$ cat src/rtl/r4_cordic_pkg.sv
package r4_cordic_pkg;

    typedef enum logic [1:0] {
        ST_IDLE = 2'd0,
        ST_LOAD = 2'd1,
        ST_ROT  = 2'd2,
        ST_DONE = 2'd3
    } r4_state_e;

    // digit codes: bit0 = double, bit1 = zero
    localparam logic [1:0] DIG_ONE  = 2'b00;
    localparam logic [1:0] DIG_TWO  = 2'b01;
    localparam logic [1:0] DIG_ZERO = 2'b10;

    // selection window width and thresholds
    localparam int WIN_W      = 6;
    localparam int TH0_TWO    = 7;
    localparam int TH0_ONE    = 3;
    localparam int THN_TWO    = 12;
    localparam int THN_ONE    = 4;

endpackage

$ cat src/rtl/r4_digit_sel.sv
module r4_digit_sel
    import r4_cordic_pkg::*;
#(
    parameter int ZW    = 16,
    parameter int CNT_W = 3
) (
    input  logic signed [ZW-1:0]    z_i,
    input  logic        [CNT_W-1:0] cnt_i,
    output logic        [1:0]       digit_o
);
    localparam int ITERS  = 1 << CNT_W;
    localparam int WIDE_W = ZW + 2 * ITERS;
    localparam int DROP   = ZW - WIN_W;
    localparam logic signed [WIDE_W-1:0] SAT_HI = (1 <<< (WIN_W - 1)) - 1;
    localparam logic signed [WIDE_W-1:0] SAT_LO = -(1 <<< (WIN_W - 1));

    logic signed [WIDE_W-1:0] wide;
    logic signed [WIDE_W-1:0] q;
    logic        [WIN_W-1:0]  win;
    logic        [WIN_W-2:0]  mag_a;
    logic        [1:0]        cand_first;
    logic        [1:0]        cand_rest;
    logic                     use_first;

    always_comb begin
        wide = {{(WIDE_W-ZW){z_i[ZW-1]}}, z_i} <<< {cnt_i, 1'b0};
        q    = wide >>> DROP;
        if (q > SAT_HI)      win = SAT_HI[WIN_W-1:0];
        else if (q < SAT_LO) win = SAT_LO[WIN_W-1:0];
        else                 win = q[WIN_W-1:0];
        mag_a = win[WIN_W-1] ? ~win[WIN_W-2:0] : win[WIN_W-2:0];
    end

    // candidate for the first, non-linear iteration
    always_comb begin
        if (int'(mag_a) >= TH0_TWO)      cand_first = DIG_TWO;
        else if (int'(mag_a) >= TH0_ONE) cand_first = DIG_ONE;
        else                             cand_first = DIG_ZERO;
    end

    // candidate for the remaining iterations
    always_comb begin
        if (int'(mag_a) >= THN_TWO)      cand_rest = DIG_TWO;
        else if (int'(mag_a) >= THN_ONE) cand_rest = DIG_ONE;
        else                             cand_rest = DIG_ZERO;
    end

    assign use_first = (cnt_i == '0);
    assign digit_o   = use_first ? cand_first : cand_rest;

endmodule

$ cat src/rtl/r4_angle_rom.sv
module r4_angle_rom #(
    parameter int ZW    = 16,
    parameter int CNT_W = 3
) (
    input  logic [CNT_W-1:0] cnt_i,
    input  logic [1:0]       digit_i,
    output logic [ZW-1:0]    angle_o
);
    // entries scaled for 8192 units per radian
    logic [CNT_W:0] addr;
    logic [ZW-1:0]  raw;

    assign addr = {cnt_i, digit_i[0]};

    always_comb begin
        unique case (addr)
            4'd0:  raw = ZW'(6434);
            4'd1:  raw = ZW'(9070);
            4'd2:  raw = ZW'(2007);
            4'd3:  raw = ZW'(3798);
            4'd4:  raw = ZW'(511);
            4'd5:  raw = ZW'(1019);
            4'd6:  raw = ZW'(128);
            4'd7:  raw = ZW'(256);
            4'd8:  raw = ZW'(32);
            4'd9:  raw = ZW'(64);
            4'd10: raw = ZW'(8);
            4'd11: raw = ZW'(16);
            4'd12: raw = ZW'(2);
            4'd13: raw = ZW'(4);
            4'd14: raw = ZW'(0);
            default: raw = ZW'(1);
        endcase
    end

    // and-array: zero digit kills the angle term
    assign angle_o = raw & {ZW{~digit_i[1]}};

endmodule

$ cat src/rtl/r4_lane.sv
module r4_lane #(
    parameter int W         = 16,
    parameter int SHW       = 4,
    parameter bit SUB_ON_POS = 1'b1
) (
    input  logic signed [W-1:0]   own_i,
    input  logic signed [W-1:0]   other_i,
    input  logic        [SHW-1:0] sh_i,
    input  logic        [1:0]     digit_i,
    input  logic                  pos_i,
    output logic signed [W-1:0]   next_o
);
    logic signed [W-1:0] shifted;
    logic signed [W-1:0] scaled;
    logic signed [W-1:0] term;
    logic                do_sub;

    always_comb begin
        shifted = other_i >>> sh_i;
        scaled  = digit_i[0] ? (shifted <<< 1) : shifted;
        term    = digit_i[1] ? '0 : scaled;
        do_sub  = SUB_ON_POS ? pos_i : ~pos_i;
        next_o  = do_sub ? (own_i - term) : (own_i + term);
    end

endmodule

$ cat src/rtl/r4_ctrl.sv
module r4_ctrl
    import r4_cordic_pkg::*;
#(
    parameter int CNT_W = 3
) (
    input  logic             clk,
    input  logic             rst_n,
    input  logic             start_i,
    output logic [CNT_W-1:0] cnt_o,
    output logic             load_en_o,
    output logic             iter_en_o,
    output logic             busy_o,
    output logic             done_o
);
    localparam logic [CNT_W-1:0] LAST = {CNT_W{1'b1}};

    r4_state_e state_q, state_d;
    logic [CNT_W-1:0] cnt_q;

    always_ff @(posedge clk or negedge rst_n) begin
        if (!rst_n) state_q <= ST_IDLE;
        else        state_q <= state_d;
    end

    always_ff @(posedge clk or negedge rst_n) begin
        if (!rst_n)                  cnt_q <= '0;
        else if (state_q == ST_LOAD) cnt_q <= '0;
        else if (state_q == ST_ROT)  cnt_q <= cnt_q + 1'b1;
    end

    always_comb begin
        state_d = state_q;
        unique case (state_q)
            ST_IDLE: if (start_i) state_d = ST_LOAD;
            ST_LOAD: state_d = ST_ROT;
            ST_ROT:  if (cnt_q == LAST) state_d = ST_DONE;
            ST_DONE: state_d = ST_IDLE;
        endcase
    end

    always_comb begin
        load_en_o = 1'b0;
        iter_en_o = 1'b0;
        busy_o    = 1'b0;
        done_o    = 1'b0;
        unique case (state_q)
            ST_IDLE: ;
            ST_LOAD: begin load_en_o = 1'b1; busy_o = 1'b1; end
            ST_ROT:  begin iter_en_o = 1'b1; busy_o = 1'b1; end
            ST_DONE: done_o = 1'b1;
        endcase
    end

    assign cnt_o = cnt_q;

endmodule

$ cat src/rtl/r4_cordic_core.sv
module r4_cordic_core
    import r4_cordic_pkg::*;
#(
    parameter int W     = 16,
    parameter int CNT_W = 3
) (
    input  logic          clk,
    input  logic          rst_n,
    input  logic          start_i,
    input  logic [W-1:0]  x_i,
    input  logic [W-1:0]  y_i,
    input  logic [W-1:0]  z_i,
    output logic          busy_o,
    output logic          done_o,
    output logic [W-1:0]  x_o,
    output logic [W-1:0]  y_o,
    output logic [1:0]    digit_o,
    output logic          digit_vld_o
);
    localparam int SHW = CNT_W + 1;

    logic [CNT_W-1:0]    cnt;
    logic                load_en, iter_en;
    logic signed [W-1:0] xr, yr, zr;
    logic signed [W-1:0] lane_next [2];
    logic signed [W-1:0] zn;
    logic [W-1:0]        angle;
    logic [1:0]          digit;
    logic                pos;
    logic [SHW-1:0]      sh;

    r4_ctrl #(.CNT_W(CNT_W)) u_ctrl (
        .clk(clk), .rst_n(rst_n), .start_i(start_i), .cnt_o(cnt),
        .load_en_o(load_en), .iter_en_o(iter_en), .busy_o(busy_o), .done_o(done_o)
    );

    r4_digit_sel #(.ZW(W), .CNT_W(CNT_W)) u_sel (
        .z_i(zr), .cnt_i(cnt), .digit_o(digit)
    );

    r4_angle_rom #(.ZW(W), .CNT_W(CNT_W)) u_rom (
        .cnt_i(cnt), .digit_i(digit), .angle_o(angle)
    );

    assign pos = ~zr[W-1];
    assign sh  = {cnt, 1'b0};

    // lane 0 updates x from y, lane 1 updates y from x
    for (genvar g = 0; g < 2; g++) begin : g_lane
        r4_lane #(.W(W), .SHW(SHW), .SUB_ON_POS(g == 0)) u_lane (
            .own_i  (g == 0 ? xr : yr),
            .other_i(g == 0 ? yr : xr),
            .sh_i   (sh),
            .digit_i(digit),
            .pos_i  (pos),
            .next_o (lane_next[g])
        );
    end

    assign zn = pos ? (zr - $signed(angle)) : (zr + $signed(angle));

    always_ff @(posedge clk or negedge rst_n) begin
        if (!rst_n) begin
            xr <= '0;
            yr <= '0;
            zr <= '0;
        end else if (load_en) begin
            xr <= x_i;
            yr <= y_i;
            zr <= z_i;
        end else if (iter_en) begin
            xr <= lane_next[0];
            yr <= lane_next[1];
            zr <= zn;
        end
    end

    assign x_o         = xr;
    assign y_o         = yr;
    assign digit_o     = digit;
    assign digit_vld_o = iter_en;

endmodule

$ cat config.mk
export PLATFORM = sky130hd
export DESIGN_NAME = r4_cordic_core
export DESIGN_NICKNAME = d
export VERILOG_FILES = /design/src/rtl/r4_cordic_pkg.sv /design/src/rtl/r4_digit_sel.sv /design/src/rtl/r4_angle_rom.sv /design/src/rtl/r4_lane.sv /design/src/rtl/r4_ctrl.sv /design/src/rtl/r4_cordic_core.sv
export SDC_FILE = /design/constraint.sdc
export NUM_CORES = 1
export LEC_CHECK = 0
export ABC_AREA = 0
export CAP_MARGIN = 20
export CORE_UTILIZATION = 35
export DETAILED_ROUTE_END_ITERATION = 8
export HOLD_SLACK_MARGIN = 0.05
export MAX_ROUTING_LAYER = met4
export PLACE_DENSITY_LB_ADDON = 0.1
export SLEW_MARGIN = 5
export SYNTH_ARGS = -nofsm -noshare
export SYNTH_HDL_FRONTEND = slang
export SYNTH_SLANG_ARGS = --single-unit
$ cat constraint.sdc
create_clock -name clk -period 7.2 [get_ports clk]
set_input_delay 1.08 -clock clk [delete_from_list [all_inputs] [get_ports clk]]
set_output_delay 1.08 -clock clk [all_outputs]
set_load 0.01 [all_outputs]
==> key figures, run 1 <==
Clock network
  – Maximum buffer depth of the clock tree: 2
  – # Post-CTS Setup Buffers: 0
  – Clk root buf: clkbuf_16
  – Htree depth: 2
  – Clock-pin slew on the worst setup and hold paths: 0.08 ns
  – Clk_lat worst skew: 0.32 ns
  – Inserted Clock Buffers: 5
  – CTS Sinks: 53
  – Resized cells post-CTS: 0
  – Hold buffers post-CTS: 0
  – CTS tree: done

Hold path
  – Min-delay src: u_ctrl.state_q[1]
  – Worst Hold End: u_ctrl.state_q[1]
  – Worst Hold Class: register to register
  – Hold path cells: 1

Final layout
  – Area occupied by multi-input gates: 6540 um2
  – Commonest non-fill, non-tap cell in the layout: nor2_1
  – Final net count: 1284
  – Area growth from synthesis to layout: 14.8%
  – Layout cells sized above 1: 7.83%
  – Fill cell count: 2443
  – Most frequent cells in the layout: nor2_1, a21oi_1, nand2_1
  – Design area: 9610 um2
  – Sequential cell area: 1330 um2
  – Antenna diodes: 0

Drt
  – Vias per inst: 5.68
  – Initial DRC count: 734
  – Vias: 8417
  – Routed WL: 27800 um
  – DR DRC count: 0
  – Final ANT Viol Nets: 0
  – Router iterations before antenna repair: 5
  – Routed wire per std cell: 18.8 um

Setup path
  – Crit start category: register
  – Worst R2R End: x_o[15]
  – Worst reg-to-reg setup slack: 0.47 ns
  – WP data required: 7.44 ns
  – Worst R2R Start: u_ctrl.cnt_o[1]
  – Critical path class: register to register
  – CP arrival: 6.96 ns
  – Crit end category: register
  – Worst Path Max Fanout: 28
  – Reg2reg path depth: 25

Floorplanning
  – Row count: 56
  – Die width: 157 um
  – Vert. Die Dim: 157 um
  – Initial core utilization: 35.7%
  – I/O Pins: 88
  – Core area: 23500 um2
  – Die ar.: 24500 um2

Global routing
  – GR Util All Layers: 24.0%
  – Vias in the first global route: 7872
  – Largest net degree at the start of global routing: 77
  – First-pass GRT wire length: 44600 um
  – Initial antenna violation count: 0
  – Total congestion overflow: 0

Timing
  – Layout Skew: 0.0116 ns
  – Max-slew violation count: 0
  – Fin crit period: 6.73 ns
  – Max Fclk: 0.149 GHz
  – Setup tns final: 0 ns
  – Final setup viols: 0
  – Final Cycle Share: 93.4%
  – Final Hold Viols: 0
  – Worst-Margin Slew: 0.986 ns
  – Relative slew slack: 34.2%
  – RSZ-0062 raised after global routing: no

Placement
  – Post-DP Area: 9430 um2
  – Port bufs: 87
  – DPL Wire Length: 20200 um
  – GPL Wtd Cong: 0.921

Synthesis
  – Post-synth top area cell: dfrtp_1
  – Syn_nets: 1248
  – EDFF count, synth: 0
  – Netlist Area Pre-Place: 8370 um2
  – Main flop type after synthesis: dfrtp_1
  – Synth async-reset ratio: 100%
  – Netlist cell types: 75
  – Synth area leaders: dfrtp_1, ha_1, a21oi_1
  – Syn Inst Count: 1125
  – Yosys Warn Count: 0
  – Register bit total from synthesis: 53
  – Syn avg cell area: 7.44 um2
  – Synth top area share: 15.8%
  – Seq/Total Area, Yosys: 15.8%

Run status
  – Status: finished, final reports clean

Flow run
  – Max-cap violations: 0
[area by class of cell]
class	instances	area share, %
well taps	319	4.15
multi-input cells	956	68.0
inverters	37	1.46
flip-flops and latches	53	13.8
clock inverters	1	0.312
repair buffers	108	10.8
clock buffers	7	1.48
[logic make-up (layout without fill, tap and decap cells)]
logic type	after synthesis	in the layout	synth area share [%]
compound gates	350	350	25.3
xor+xnor	74	74	7.74
fa+ha+maj	72	72	11.0
buf+inv	116	153	6.35
flops	53	53	15.8
mux	84	84	14.0
simple gates	376	376	19.7
[layer usage]
layer / vias up / wire length [um] / GRT usage (%)
li1: 4114 / - / -
met1: 4012 / 13900 / 34.5
met2: 263 / 11900 / 35.4
met3: 28 / 1500 / 3.49
met4: 0 / 439 / 5.32
met5: - / 0 / -
[worst max-delay path, cell delays in order, from the launching register on]
cell and delay (ns):
dfrtp_2 0.59, mux4_1 0.60, mux2i_1 0.36, mux2i_1 0.31, nor4bb_1 0.09, o22a_2 0.26
or2_1 0.25, clkinv_2 0.19, buf_4 0.35, nand3_1 0.16, ha_1 0.30, nand2_1 0.06
o21ai_0 0.14, ha_1 0.31, a21o_1 0.16, a21o_1 0.20, a21o_1 0.19, a21oi_1 0.26
o21a_1 0.24, o21ai_0 0.15, nor4b_1 0.44, o31ai_1 0.21, nand2b_1 0.19, nand2b_1 0.18
mux2_2 0.28, a41oi_2 0.16
[worst max path at each step]
stage,from,to,slack (ns)
after CTS,u_ctrl.cnt_o[1],x_o[15],0.59
after floorplan,zr[5],zr[14],0.92
after detailed placement,u_ctrl.cnt_o[1],x_o[15],0.66
after global placement,u_ctrl.cnt_o[1],x_o[15],0.71
final,u_ctrl.cnt_o[1],x_o[15],0.47
after global routing,u_ctrl.cnt_o[1],zr[14],0.09
[synthesized netlist by cell type, types with 12 or more instances]
cell type and n:
a21o_1 21, a21oi_1 156, a31oi_1 21, buf_1 15, buf_2 15, clkbuf_1 36
dfrtp_1 53, ha_1 69, inv_1 33, mux2_2 16, mux2i_1 44, mux4_2 22
nand2_1 103, nand3_1 30, nor2_1 165, nor3_1 23, o21ai_0 60, o21bai_1 12
xnor2_1 58, xor2_1 16
[per-stage QoR]
stage	utilization, %	setup slack [ns]	hold WS, ns	cells
6_report	40.9	0.474	0.593	1481
5_1_grt	40.9	0.0944	0.622	1481
4_1_cts	40.9	0.587	0.597	1480
3_5_place_dp	40.2	0.659	0.578	1472
3_3_place_gp	40.2	0.713	0.572	1472
2_1_floorplan	-	0.925	0.533	1125
[registers in the layout, indices dropped and copies added, names as in the netlist]
register	count
x_o	16
y_o	16
u_ctrl.state_q	2
u_ctrl.cnt_o	3
zr	16
Power of run 1 is left out: the tool's default activity adds up to more than one toggle a clock period on the data nets, which glitch-free logic cannot reach.
==> inputs of run 2 (changes only) <==
CORE_MARGIN = 8   (was unset)
CTS_CLUSTER_DIAMETER = 50   (was unset)
SETUP_SLACK_MARGIN = 0.5   (was unset)
==> run 2 against run 1 <==
Highest routed layer unchanged. Critical endpoint is now x_o[14]. Sequential share of layout area about the same. Design area increased by 0.82%. Fmax up 7.1%.
==> key figures, run 2 (synthesized netlist as in run 1, its figures left out) <==
Drt
  – Initial DRC count: 720 (-1.9%)
  – Vias: 8366 (-0.61%)
  – Router iterations before antenna repair: 5 (unchanged)
  – DR DRC count: 0 (unchanged)
  – Final ANT Viol Nets: 0 (unchanged)
  – Routed wire per std cell: 19.2 um (+2.5%)
  – Routed WL: 28600 um (+2.9%)
  – Vias per inst: 5.63 (-1.0%)

Clock network
  – CTS Sinks: 53 (unchanged)
  – Clk root buf: clkbuf_16
  – Clk_lat worst skew: 0.32 ns (about the same)
  – Clock-pin slew on the worst setup and hold paths: 0.09 ns (about the same)
  – Inserted Clock Buffers: 5 (unchanged)
  – Htree depth: 2 (unchanged)
  – CTS tree: done
  – Maximum buffer depth of the clock tree: 2 (unchanged)

Timing
  – Layout Skew: 0.0187 ns (+0.00713 ns)
  – Relative slew slack: 34.9% (+0.68 points)
  – Max-slew violation count: 0 (unchanged)
  – Final Hold Viols: 0 (unchanged)
  – Max Fclk: 0.159 GHz (+7.1%)
  – Worst-Margin Slew: 0.967 ns (-0.0194 ns)
  – Final Cycle Share: 87.2% (-6.2 points)
  – Fin crit period: 6.28 ns (-0.444 ns)
  – RSZ-0062 raised after global routing: yes
  – Final setup viols: 0 (unchanged)
  – Setup tns final: 0 ns (unchanged)

Setup path
  – Worst path bufs/invs: 2 (unchanged)
  – WP data required: 7.44 ns (about the same)
  – Crit-path slowest cell: dfrtp_4
  – Reg2reg path depth: 25 (unchanged)
  – Critical path class: register to register
  – Crit start category: register
  – Worst reg-to-reg setup slack: 0.92 ns (+0.44 ns)
  – Worst Path Max Fanout: 24 (-14%)
  – Crit end category: register
  – Critical path's top delay family: compound AO/OA/AOI/OAI gates
  – Worst R2R End: x_o[14]
  – Slowest Stage Delay on Critical Path: 0.56 ns (-0.04 ns)
  – CP arrival: 6.52 ns (-0.44 ns)
  – Worst R2R Start: u_ctrl.cnt_o[1]

Hold path
  – Min-delay src: u_ctrl.state_q[1]
  – Worst Hold End: u_ctrl.state_q[1]
  – Hold path cells: 1 (unchanged)
  – Worst Hold Class: register to register

Placement
  – Port bufs: 87 (unchanged)
  – GPL Wtd Cong: 0.932 (+1.1%)
  – DPL Wire Length: 21100 um (+4.5%)
  – Post-DP Area: 9440 um2 (+0.11%)

Floorplanning
  – Row count: 56 (unchanged)
  – Die ar.: 29100 um2 (+19%)
  – I/O Pins: 88 (unchanged)
  – Vert. Die Dim: 171 um (+8.9%)
  – Initial core utilization: 35.7% (unchanged)
  – Core area: 23500 um2 (unchanged)
  – Die width: 171 um (+8.9%)

Final layout
  – Final cell utilization of the core: 41.3% (+0.34 points)
  – Design area: 9690 um2 (+0.82%)
  – Fill cell count: 2460 (+0.70%)
  – Antenna diodes: 0 (unchanged)
  – Final net count: 1290 (+0.47%)
  – Area growth from synthesis to layout: 15.8%
  – Most frequent cells in the layout: nor2_1, a21oi_1, nand2_1
  – Sequential cell area: 1340 um2 (+0.66%)
  – Layout cells sized above 1: 9.33% (+1.5 points)
  – Area occupied by multi-input gates: 6580 um2 (+0.65%)
  – Commonest non-fill, non-tap cell in the layout: nor2_1

Global routing
  – Initial antenna violation count: 0 (unchanged)
  – Vias in the first global route: 8055 (+2.3%)
  – Largest net degree at the start of global routing: 78 (+1.3%)
  – First-pass GRT wire length: 45600 um (+2.4%)
  – GR Util All Layers: 20.3% (-3.8 points)
  – Total congestion overflow: 0 (unchanged)

Flow run
  – Max-cap violations: 0 (unchanged)

Run status
  – Status: finished, final reports clean
==> run 2: worst register-to-register path, cell delays in order (launching register included) <==
cell and delay (ns):
dfrtp_4 0.56, clkinv_2 0.19, mux4_2 0.53, mux2i_2 0.24
nor4bb_2 0.35, o22a_2 0.22, or2_1 0.16, buf_4 0.29
nor2_1 0.09, or3_1 0.36, ha_1 0.29, nand2_1 0.06
o21ai_0 0.14, fa_1 0.46, a21o_1 0.18, a21oi_1 0.24
o21bai_1 0.10, a21oi_1 0.23, o21bai_1 0.10, a21oi_1 0.23
o21bai_1 0.13, a2111o_1 0.45, a41oi_1 0.25, xnor2_1 0.14
nand2_1 0.06, a31oi_1 0.16
==> run 2: metal layers <==
| metal | vias up | global-route usage (%) | wire length (um) |
|---|---|---|---|
| li1 | 4140 | - | - |
| met2 | 216 | 30.8 | 12700 |
| met1 | 3990 | 28.6 | 14300 |
| met4 | 0 | 4.35 | 411 |
| met3 | 20 | 2.07 | 1270 |
| met5 | - | - | 0 |
==> run 2: stage by stage <==
step           hold slack, ns  setup WS [ns]  instances
6_report                0.589          0.919       1487
5_1_grt                 0.625          0.477       1487
4_1_cts                 0.589          0.611       1483
3_5_place_dp            0.567          0.694       1475
3_3_place_gp            0.565          0.725       1475
2_1_floorplan           0.533          0.925       1125
==> run 2: layout make-up <==
cell class,count,area share (%)
clock buffers,6,1.43
inverters,37,1.46
repair buffers,114,11.1
clock inverters,2,0.142
flip-flops and latches,53,13.8
multi-input cells,956,67.9
well taps,319,4.12
==> run 2: timing repair <==
item | CTS | global route
gates resized for setup | 0 | 20
buffers inserted | 0 | 4
hold buffers | 0 | 0
endpoints found under the setup margin | 0 | 12
==> run 2: worst max path at each step <==
stage          slack (ns)       startpoint       to  cells past startpoint
3_3_place_gp         0.73           zr[15]  x_o[15]                     26
6_report             0.92  u_ctrl.cnt_o[1]  x_o[14]                     25
3_5_place_dp         0.69           zr[15]  x_o[15]                     26
4_1_cts              0.61           zr[15]  x_o[15]                     26
2_1_floorplan        0.92            zr[5]   zr[14]                     32
5_1_grt              0.48  u_ctrl.cnt_o[1]  x_o[15]                     25
Power of run 2 is left out for the same reason.
